--- src/rtl/lru2_pkg.sv ---
package lru2_pkg;
  localparam int NUM_WAYS = 2;

  typedef enum logic [2:0] {
    ST_IDLE,
    ST_LOOK,
    ST_WB,
    ST_RDREQ,
    ST_RDATA,
    ST_RESP
  } cstate_e;
endpackage

--- src/rtl/lru2_line_store.sv ---
module lru2_line_store
  import lru2_pkg::*;
#(
  parameter int TAG_W  = 4,
  parameter int IDX_W  = 1,
  parameter int OFF_W  = 1,
  parameter int DATA_W = 8
) (
  input  logic                               clk,
  input  logic                               rst,
  input  logic [IDX_W-1:0]                   set_i,
  output logic [NUM_WAYS-1:0][TAG_W-1:0]     tag_o,
  output logic [NUM_WAYS-1:0]                valid_o,
  output logic [NUM_WAYS-1:0]                dirty_o,
  input  logic                               rd_way_i,
  input  logic [OFF_W-1:0]                   rd_word_i,
  output logic [DATA_W-1:0]                  rd_data_o,
  input  logic                               fill_i,
  input  logic                               fill_way_i,
  input  logic [TAG_W-1:0]                   fill_tag_i,
  input  logic                               dirty_set_i,
  input  logic                               dirty_way_i,
  input  logic                               we_i,
  input  logic                               we_way_i,
  input  logic [OFF_W-1:0]                   we_word_i,
  input  logic [DATA_W-1:0]                  we_data_i
);
  localparam int SETS  = 1 << IDX_W;
  localparam int WORDS = 1 << OFF_W;

  logic [TAG_W-1:0]  tag_q  [SETS][NUM_WAYS];
  logic [DATA_W-1:0] data_q [SETS][NUM_WAYS][WORDS];
  logic [SETS-1:0][NUM_WAYS-1:0] vld_q;
  logic [SETS-1:0][NUM_WAYS-1:0] drt_q;

  for (genvar w = 0; w < NUM_WAYS; w++) begin : g_way_out
    assign tag_o[w]   = tag_q[set_i][w];
    assign valid_o[w] = vld_q[set_i][w];
    assign dirty_o[w] = drt_q[set_i][w];
  end

  assign rd_data_o = data_q[set_i][rd_way_i][rd_word_i];

  // state bits: cleared at reset, set on fill, dirty on a write
  always_ff @(posedge clk) begin
    if (rst) begin
      vld_q <= '0;
      drt_q <= '0;
    end else begin
      if (fill_i) begin
        vld_q[set_i][fill_way_i] <= 1'b1;
        drt_q[set_i][fill_way_i] <= 1'b0;
      end
      if (dirty_set_i) begin
        drt_q[set_i][dirty_way_i] <= 1'b1;
      end
    end
  end

  always_ff @(posedge clk) begin
    if (fill_i) begin
      tag_q[set_i][fill_way_i] <= fill_tag_i;
    end
    if (we_i) begin
      data_q[set_i][we_way_i][we_word_i] <= we_data_i;
    end
  end
endmodule

--- src/rtl/lru2_way_match.sv ---
module lru2_way_match
  import lru2_pkg::*;
#(
  parameter int TAG_W = 4
) (
  input  logic [NUM_WAYS-1:0][TAG_W-1:0] tags_i,
  input  logic [NUM_WAYS-1:0]            valid_i,
  input  logic [TAG_W-1:0]               tag_i,
  output logic [NUM_WAYS-1:0]            hit_vec_o,
  output logic                           hit_o,
  output logic                           hit_way_o
);
  for (genvar w = 0; w < NUM_WAYS; w++) begin : g_cmp
    assign hit_vec_o[w] = valid_i[w] && (tags_i[w] == tag_i);
  end

  assign hit_o     = |hit_vec_o;
  assign hit_way_o = hit_vec_o[1];
endmodule

--- src/rtl/lru2_repl.sv ---
module lru2_repl
  import lru2_pkg::*;
#(
  parameter int IDX_W = 1
) (
  input  logic                clk,
  input  logic                rst,
  input  logic [IDX_W-1:0]    set_i,
  input  logic [NUM_WAYS-1:0] valid_i,
  input  logic                touch_i,
  input  logic                touch_way_i,
  output logic                victim_o
);
  localparam int SETS = 1 << IDX_W;

  // per set: index of the least recently used way
  logic [SETS-1:0] lru_q;

  always_comb begin
    if (!valid_i[0])      victim_o = 1'b0;
    else if (!valid_i[1]) victim_o = 1'b1;
    else                  victim_o = lru_q[set_i];
  end

  always_ff @(posedge clk) begin
    if (rst) begin
      lru_q <= '0;
    end else if (touch_i) begin
      lru_q[set_i] <= ~touch_way_i;
    end
  end
endmodule

--- src/rtl/lru2way_cache.sv ---
module lru2way_cache
  import lru2_pkg::*;
#(
  parameter int TAG_W  = 4,
  parameter int IDX_W  = 1,
  parameter int OFF_W  = 1,
  parameter int DATA_W = 8,
  localparam int ADDR_W = TAG_W + IDX_W + OFF_W
) (
  input  logic              clk,
  input  logic              rst,
  input  logic              req_valid,
  output logic              req_ready,
  input  logic              req_write,
  input  logic [ADDR_W-1:0] req_addr,
  input  logic [DATA_W-1:0] req_wdata,
  output logic              rsp_valid,
  input  logic              rsp_ready,
  output logic [DATA_W-1:0] rsp_rdata,
  output logic              rsp_hit,
  output logic              mem_valid,
  input  logic              mem_ready,
  output logic              mem_write,
  output logic [ADDR_W-1:0] mem_addr,
  output logic [DATA_W-1:0] mem_wdata,
  input  logic              mem_rvalid,
  input  logic [DATA_W-1:0] mem_rdata
);
  localparam logic [OFF_W-1:0] LAST_BEAT = '1;

  cstate_e           state_q;
  logic              r_write;
  logic [TAG_W-1:0]  r_tag;
  logic [IDX_W-1:0]  r_set;
  logic [OFF_W-1:0]  r_off;
  logic [DATA_W-1:0] r_wdata;
  logic              missed_q;
  logic              vict_q;
  logic [OFF_W-1:0]  beat_q;
  logic [DATA_W-1:0] rsp_data_q;

  logic [NUM_WAYS-1:0][TAG_W-1:0] set_tags;
  logic [NUM_WAYS-1:0] set_valid, set_dirty, hit_vec;
  logic hit, hit_way, victim;
  logic rd_way;
  logic [OFF_W-1:0] rd_word;
  logic [DATA_W-1:0] rd_data;
  logic fill, dirty_set, we, we_way, touch;
  logic [OFF_W-1:0] we_word;
  logic [DATA_W-1:0] we_data;

  lru2_line_store #(.TAG_W(TAG_W), .IDX_W(IDX_W), .OFF_W(OFF_W), .DATA_W(DATA_W)) u_store (
    .clk         (clk),
    .rst         (rst),
    .set_i       (r_set),
    .tag_o       (set_tags),
    .valid_o     (set_valid),
    .dirty_o     (set_dirty),
    .rd_way_i    (rd_way),
    .rd_word_i   (rd_word),
    .rd_data_o   (rd_data),
    .fill_i      (fill),
    .fill_way_i  (vict_q),
    .fill_tag_i  (r_tag),
    .dirty_set_i (dirty_set),
    .dirty_way_i (hit_way),
    .we_i        (we),
    .we_way_i    (we_way),
    .we_word_i   (we_word),
    .we_data_i   (we_data)
  );

  lru2_way_match #(.TAG_W(TAG_W)) u_match (
    .tags_i    (set_tags),
    .valid_i   (set_valid),
    .tag_i     (r_tag),
    .hit_vec_o (hit_vec),
    .hit_o     (hit),
    .hit_way_o (hit_way)
  );

  lru2_repl #(.IDX_W(IDX_W)) u_repl (
    .clk         (clk),
    .rst         (rst),
    .set_i       (r_set),
    .valid_i     (set_valid),
    .touch_i     (touch),
    .touch_way_i (hit_way),
    .victim_o    (victim)
  );

  // datapath steering per state
  always_comb begin
    fill      = 1'b0;
    dirty_set = 1'b0;
    we        = 1'b0;
    we_way    = hit_way;
    we_word   = r_off;
    we_data   = r_wdata;
    touch     = 1'b0;
    rd_way    = hit_way;
    rd_word   = r_off;
    case (state_q)
      ST_LOOK: begin
        if (hit) begin
          touch = 1'b1;
          if (r_write) begin
            we        = 1'b1;
            dirty_set = 1'b1;
          end
        end
      end
      ST_WB: begin
        rd_way  = vict_q;
        rd_word = beat_q;
      end
      ST_RDATA: begin
        if (mem_rvalid) begin
          we      = 1'b1;
          we_way  = vict_q;
          we_word = beat_q;
          we_data = mem_rdata;
          fill    = (beat_q == LAST_BEAT);
        end
      end
      default: ;
    endcase
  end

  always_ff @(posedge clk) begin
    if (rst) begin
      state_q    <= ST_IDLE;
      r_write    <= 1'b0;
      r_tag      <= '0;
      r_set      <= '0;
      r_off      <= '0;
      r_wdata    <= '0;
      missed_q   <= 1'b0;
      vict_q     <= 1'b0;
      beat_q     <= '0;
      rsp_data_q <= '0;
    end else begin
      case (state_q)
        ST_IDLE: begin
          if (req_valid) begin
            r_write  <= req_write;
            r_tag    <= req_addr[ADDR_W-1 -: TAG_W];
            r_set    <= req_addr[OFF_W +: IDX_W];
            r_off    <= req_addr[OFF_W-1:0];
            r_wdata  <= req_wdata;
            missed_q <= 1'b0;
            state_q  <= ST_LOOK;
          end
        end
        ST_LOOK: begin
          if (hit) begin
            rsp_data_q <= r_write ? r_wdata : rd_data;
            state_q    <= ST_RESP;
          end else begin
            missed_q <= 1'b1;
            vict_q   <= victim;
            beat_q   <= '0;
            state_q  <= (set_valid[victim] && set_dirty[victim]) ? ST_WB : ST_RDREQ;
          end
        end
        ST_WB: begin
          if (mem_ready) begin
            beat_q <= beat_q + 1'b1;
            if (beat_q == LAST_BEAT) state_q <= ST_RDREQ;
          end
        end
        ST_RDREQ: begin
          if (mem_ready) begin
            beat_q  <= '0;
            state_q <= ST_RDATA;
          end
        end
        ST_RDATA: begin
          if (mem_rvalid) begin
            beat_q <= beat_q + 1'b1;
            if (beat_q == LAST_BEAT) state_q <= ST_LOOK;
          end
        end
        ST_RESP: begin
          if (rsp_ready) state_q <= ST_IDLE;
        end
        default: state_q <= ST_IDLE;
      endcase
    end
  end

  assign req_ready = (state_q == ST_IDLE);
  assign rsp_valid = (state_q == ST_RESP);
  assign rsp_rdata = rsp_data_q;
  assign rsp_hit   = ~missed_q;
  assign mem_valid = (state_q == ST_WB) || (state_q == ST_RDREQ);
  assign mem_write = (state_q == ST_WB);
  assign mem_addr  = (state_q == ST_WB) ? {set_tags[vict_q], r_set, beat_q}
                                        : {r_tag, r_set, {OFF_W{1'b0}}};
  assign mem_wdata = rd_data;
endmodule

--- config.mk ---
export PLATFORM = sky130hd
export DESIGN_NAME = lru2way_cache
export DESIGN_NICKNAME = d
export VERILOG_FILES = /design/src/rtl/lru2_pkg.sv /design/src/rtl/lru2_line_store.sv /design/src/rtl/lru2_way_match.sv /design/src/rtl/lru2_repl.sv /design/src/rtl/lru2way_cache.sv
export SDC_FILE = /design/constraint.sdc
export NUM_CORES = 1
export LEC_CHECK = 0
export ABC_AREA = 1
export BUFFER_PORTS_ARGS = -buffer_cell sky130_fd_sc_hd__buf_4
export CAP_MARGIN = 5
export CORE_MARGIN = 8
export CORE_UTILIZATION = 44
export CTS_CLUSTER_DIAMETER = 60
export CTS_CLUSTER_SIZE = 24
export DETAILED_ROUTE_END_ITERATION = 10
export PLACE_DENSITY = 0.68
export SKIP_CTS_REPAIR_TIMING = 1
export SYNTH_ARGS = -nofsm -noshare
export SYNTH_HDL_FRONTEND = slang
export SYNTH_SLANG_ARGS = --single-unit
--- constraint.sdc ---
create_clock -name clk -period 3.4 [get_ports clk]
set_clock_uncertainty 0.2 [all_clocks]
set_input_delay 0.68 -clock clk [delete_from_list [all_inputs] [get_ports clk]]
set_output_delay 0.68 -clock clk [all_outputs]
set_load 0.01 [all_outputs]
==> flow_summary.yaml <==
worst_setup_path:
  worstPathArrival_ns: 2.32
  critical_path.top_delay_family: "simple AND/OR/NAND/NOR gates"
  crit_fanout: 9
  critPathMaxStageDelay_ns: 0.38
  cp.depth: 10
  path_cells: "inv_1, nand2_1, nor2_4, inv_2, nor2_2, a21oi_4, inv_2, nand3_1, and2_1, buf_4"
  end_kind: "output port"
  cpMostUsedCell: "inv_2"
  crit_type: "reg2out"
  path_buf_inv: 4
  crit_path_top_delay_cell: "dfxtp_1"
  start_kind: "flop"
  required_ns: 2.52
  worstRegToRegCells: 11
detailed_routing:
  wl_per_cell_um: 16.33
  drt_iter0_drc: 439
  wl_um: 14340
  num_vias: 4550
  drt-vias-per-instance: 5.182
  ant_nets: 0
  route.detailed.drc: 0
  firstDrtPassIters: 5
timing:
  finalCriticalPeriod_ns: 3.199
  drv_slew: 0
  slew_headroom: 0.3669
  min_period_over_period: 0.9409
  setup_ws_ns: 0.2008
  max_freq_mhz: 312.6
  finalSetupViolCount: 0
  finalHoldViolCount: 0
  fin_tns_setup_ns: 0
  rsz0062_at_grt: "false"
  tightestPinTransition_ns: 0.9473
status:
  outcome: "finished clean"
yosys:
  synth.distinct_cells: 34
  synth-seq-cells: 120
  mappedNetlistArea_sq_um: 5573
  syn_avg_cell_area_sq_um: 8.945
  yosysSeqAreaShare: 0.5748
  syn_nets: 652
  synth_cells: 623
  yosys_warnings: 0
final_layout:
  multi_input_area_sq_um: 2022
  area_delta_synth_final_pct: 22.65
  nets: 722
  final_util: 0.5461
  final_common_cell: "nand2_1"
  fillers: 1112
  n_antenna_cell: 0
  register_area_sq_um: 3206
  final_cell_mix: "nand2_1, edfxtp_1, buf_4"
  final_cells: 878
  finalInstanceArea_sq_um: 6835
  drive_gt1_frac: 0.2210
run:
  max-cap-violations: 0
global_routing:
  antenna_found_initial: 0
  gr-usage-all-layers: 0.1774
  grt_max_degree: 33
  overflow: 0
  grt_pass1_vias: 4425
  grt_pass1_wl_um: 22350
clocking:
  cts_tree: "built"
  clockBufferDepth: 2
  cts_max_level: 4
  worstSkewPairLatency_ns: 0.42
  cts.sinks: 120
  numCtsBuffers: 17
  cts-root-buf: "clkbuf_16"
  path_clk_slew_ns: 0.06
power:
  p_leak_nw: 2.771
  powerDensity_nw_per_um2: 703.7
  peakVddDrop_uv: 416.4
placement:
  dpl_cell_area_sq_um: 6208
  dpl_worst_slack_ns: 0.3305
  place_congestion: 0.8895
  placedCellCount: 845
  portBuffers: 55
  dp_hpwl_um: 9884
floorplan:
  dieArea_sq_um: 16520
  start_util: 0.4452
  ios: 56
  fp-row-count: 41
  core_region_area_sq_um: 12520
  die_y_um: 128.5
  fp.dieW_um: 128.5
min_path:
  hold_path_class: "reg2reg"
  holdPathStages: 2
-- synth_stat cells (all sizes together) --
cell type  count  area share
and2           8      0.0090
nand2        199        0.14
a211oi         2      0.0027
buf           10       0.016
inv           58       0.040
clkbuf        16       0.011
dfxtp         40        0.14
nand3         76       0.071
a31oi          1      0.0011
edfxtp        80        0.43
a21oi         44       0.048
nor2          43       0.036
o221ai         1      0.0016
xor2           1      0.0016
nand4          1      0.0038
o21ai         39       0.037
o22ai          4      0.0045
-- layout make-up --
type | count | area share
multi-input cells | 419 | 0.2958
repair buffers | 77 | 0.08640
clock inverters | 15 | 0.02252
flip-flops and latches | 120 | 0.4690
well taps | 172 | 0.03148
inverters | 58 | 0.03258
clock buffers | 17 | 0.06224
-- path summary, 6_finish.rpt --
kind / to / slack (ns) / from
worst max register to register: u_store.data_q[0][2] / 0.57 / flop
worst min-delay path: u_repl.lru_q[0] / 0.25 / u_repl.lru_q[0]
worst min register to register: u_repl.lru_q[0] / 0.25 / u_repl.lru_q[0]
worst max-delay path: mem_wdata[2] / 0.20 / state_q[2]
-- per-stage QoR --
step | hold WS [ns] | total power, mW
after floorplan | 0.2245 | 2.601
after global placement | 0.2405 | 3.049
after CTS | 0.2585 | 4.803
after detailed placement | 0.2511 | 3.063
after global routing | 0.2814 | 5.030
final | 0.2522 | 4.810
-- tightest hold or removal path, stage by stage (launching register included) --
cell,delay [ns]
dfxtp_1,0.29
inv_1,0.05
a21oi_1,0.06
-- registers in the layout, summed over array words and instances, names as in the netlist, 2 cells and up, named ones only --
signal          count
u_store.drt_q       4
u_store.vld_q       4
r_tag               4
r_wdata             8
u_store.data_q     64
state_q             3
u_repl.lru_q        2
u_store.tag_q      16
rsp_rdata           8
-- routing by layer --
| metal | GRT usage | share of wire | vias up |
|---|---|---|---|
| met4 | 0.08224 | 0.028 | 0 |
| li1 | - | - | 2220 |
| met5 | 0 | 0 | - |
| met3 | 0.04841 | 0.059 | 35 |
| met1 | 0.2158 | 0.43 | 2134 |
| met2 | 0.2881 | 0.48 | 161 |
-- power breakdown --
part	leakage, nW	internal, mW	total, mW	switching [mW]
clock network	0.267	1.08	1.74	0.663
registers	1.06	1.71	1.80	0.0930
logic	1.44	0.437	1.27	0.834
total	2.77	3.22	4.81	1.59
-- cells by family (layout without fill, tap and decap cells) --
family,count (synthesis),count (layout),share of synthesized area
AOI/OAI and AO/OA,91,91,0.09520
DFF,120,120,0.5748
and+or+nand+nor,327,327,0.2616
buffers and inverters,84,167,0.06690
xor gates and xnor gates,1,1,0.001572
(Power assumes the default switching activity.)
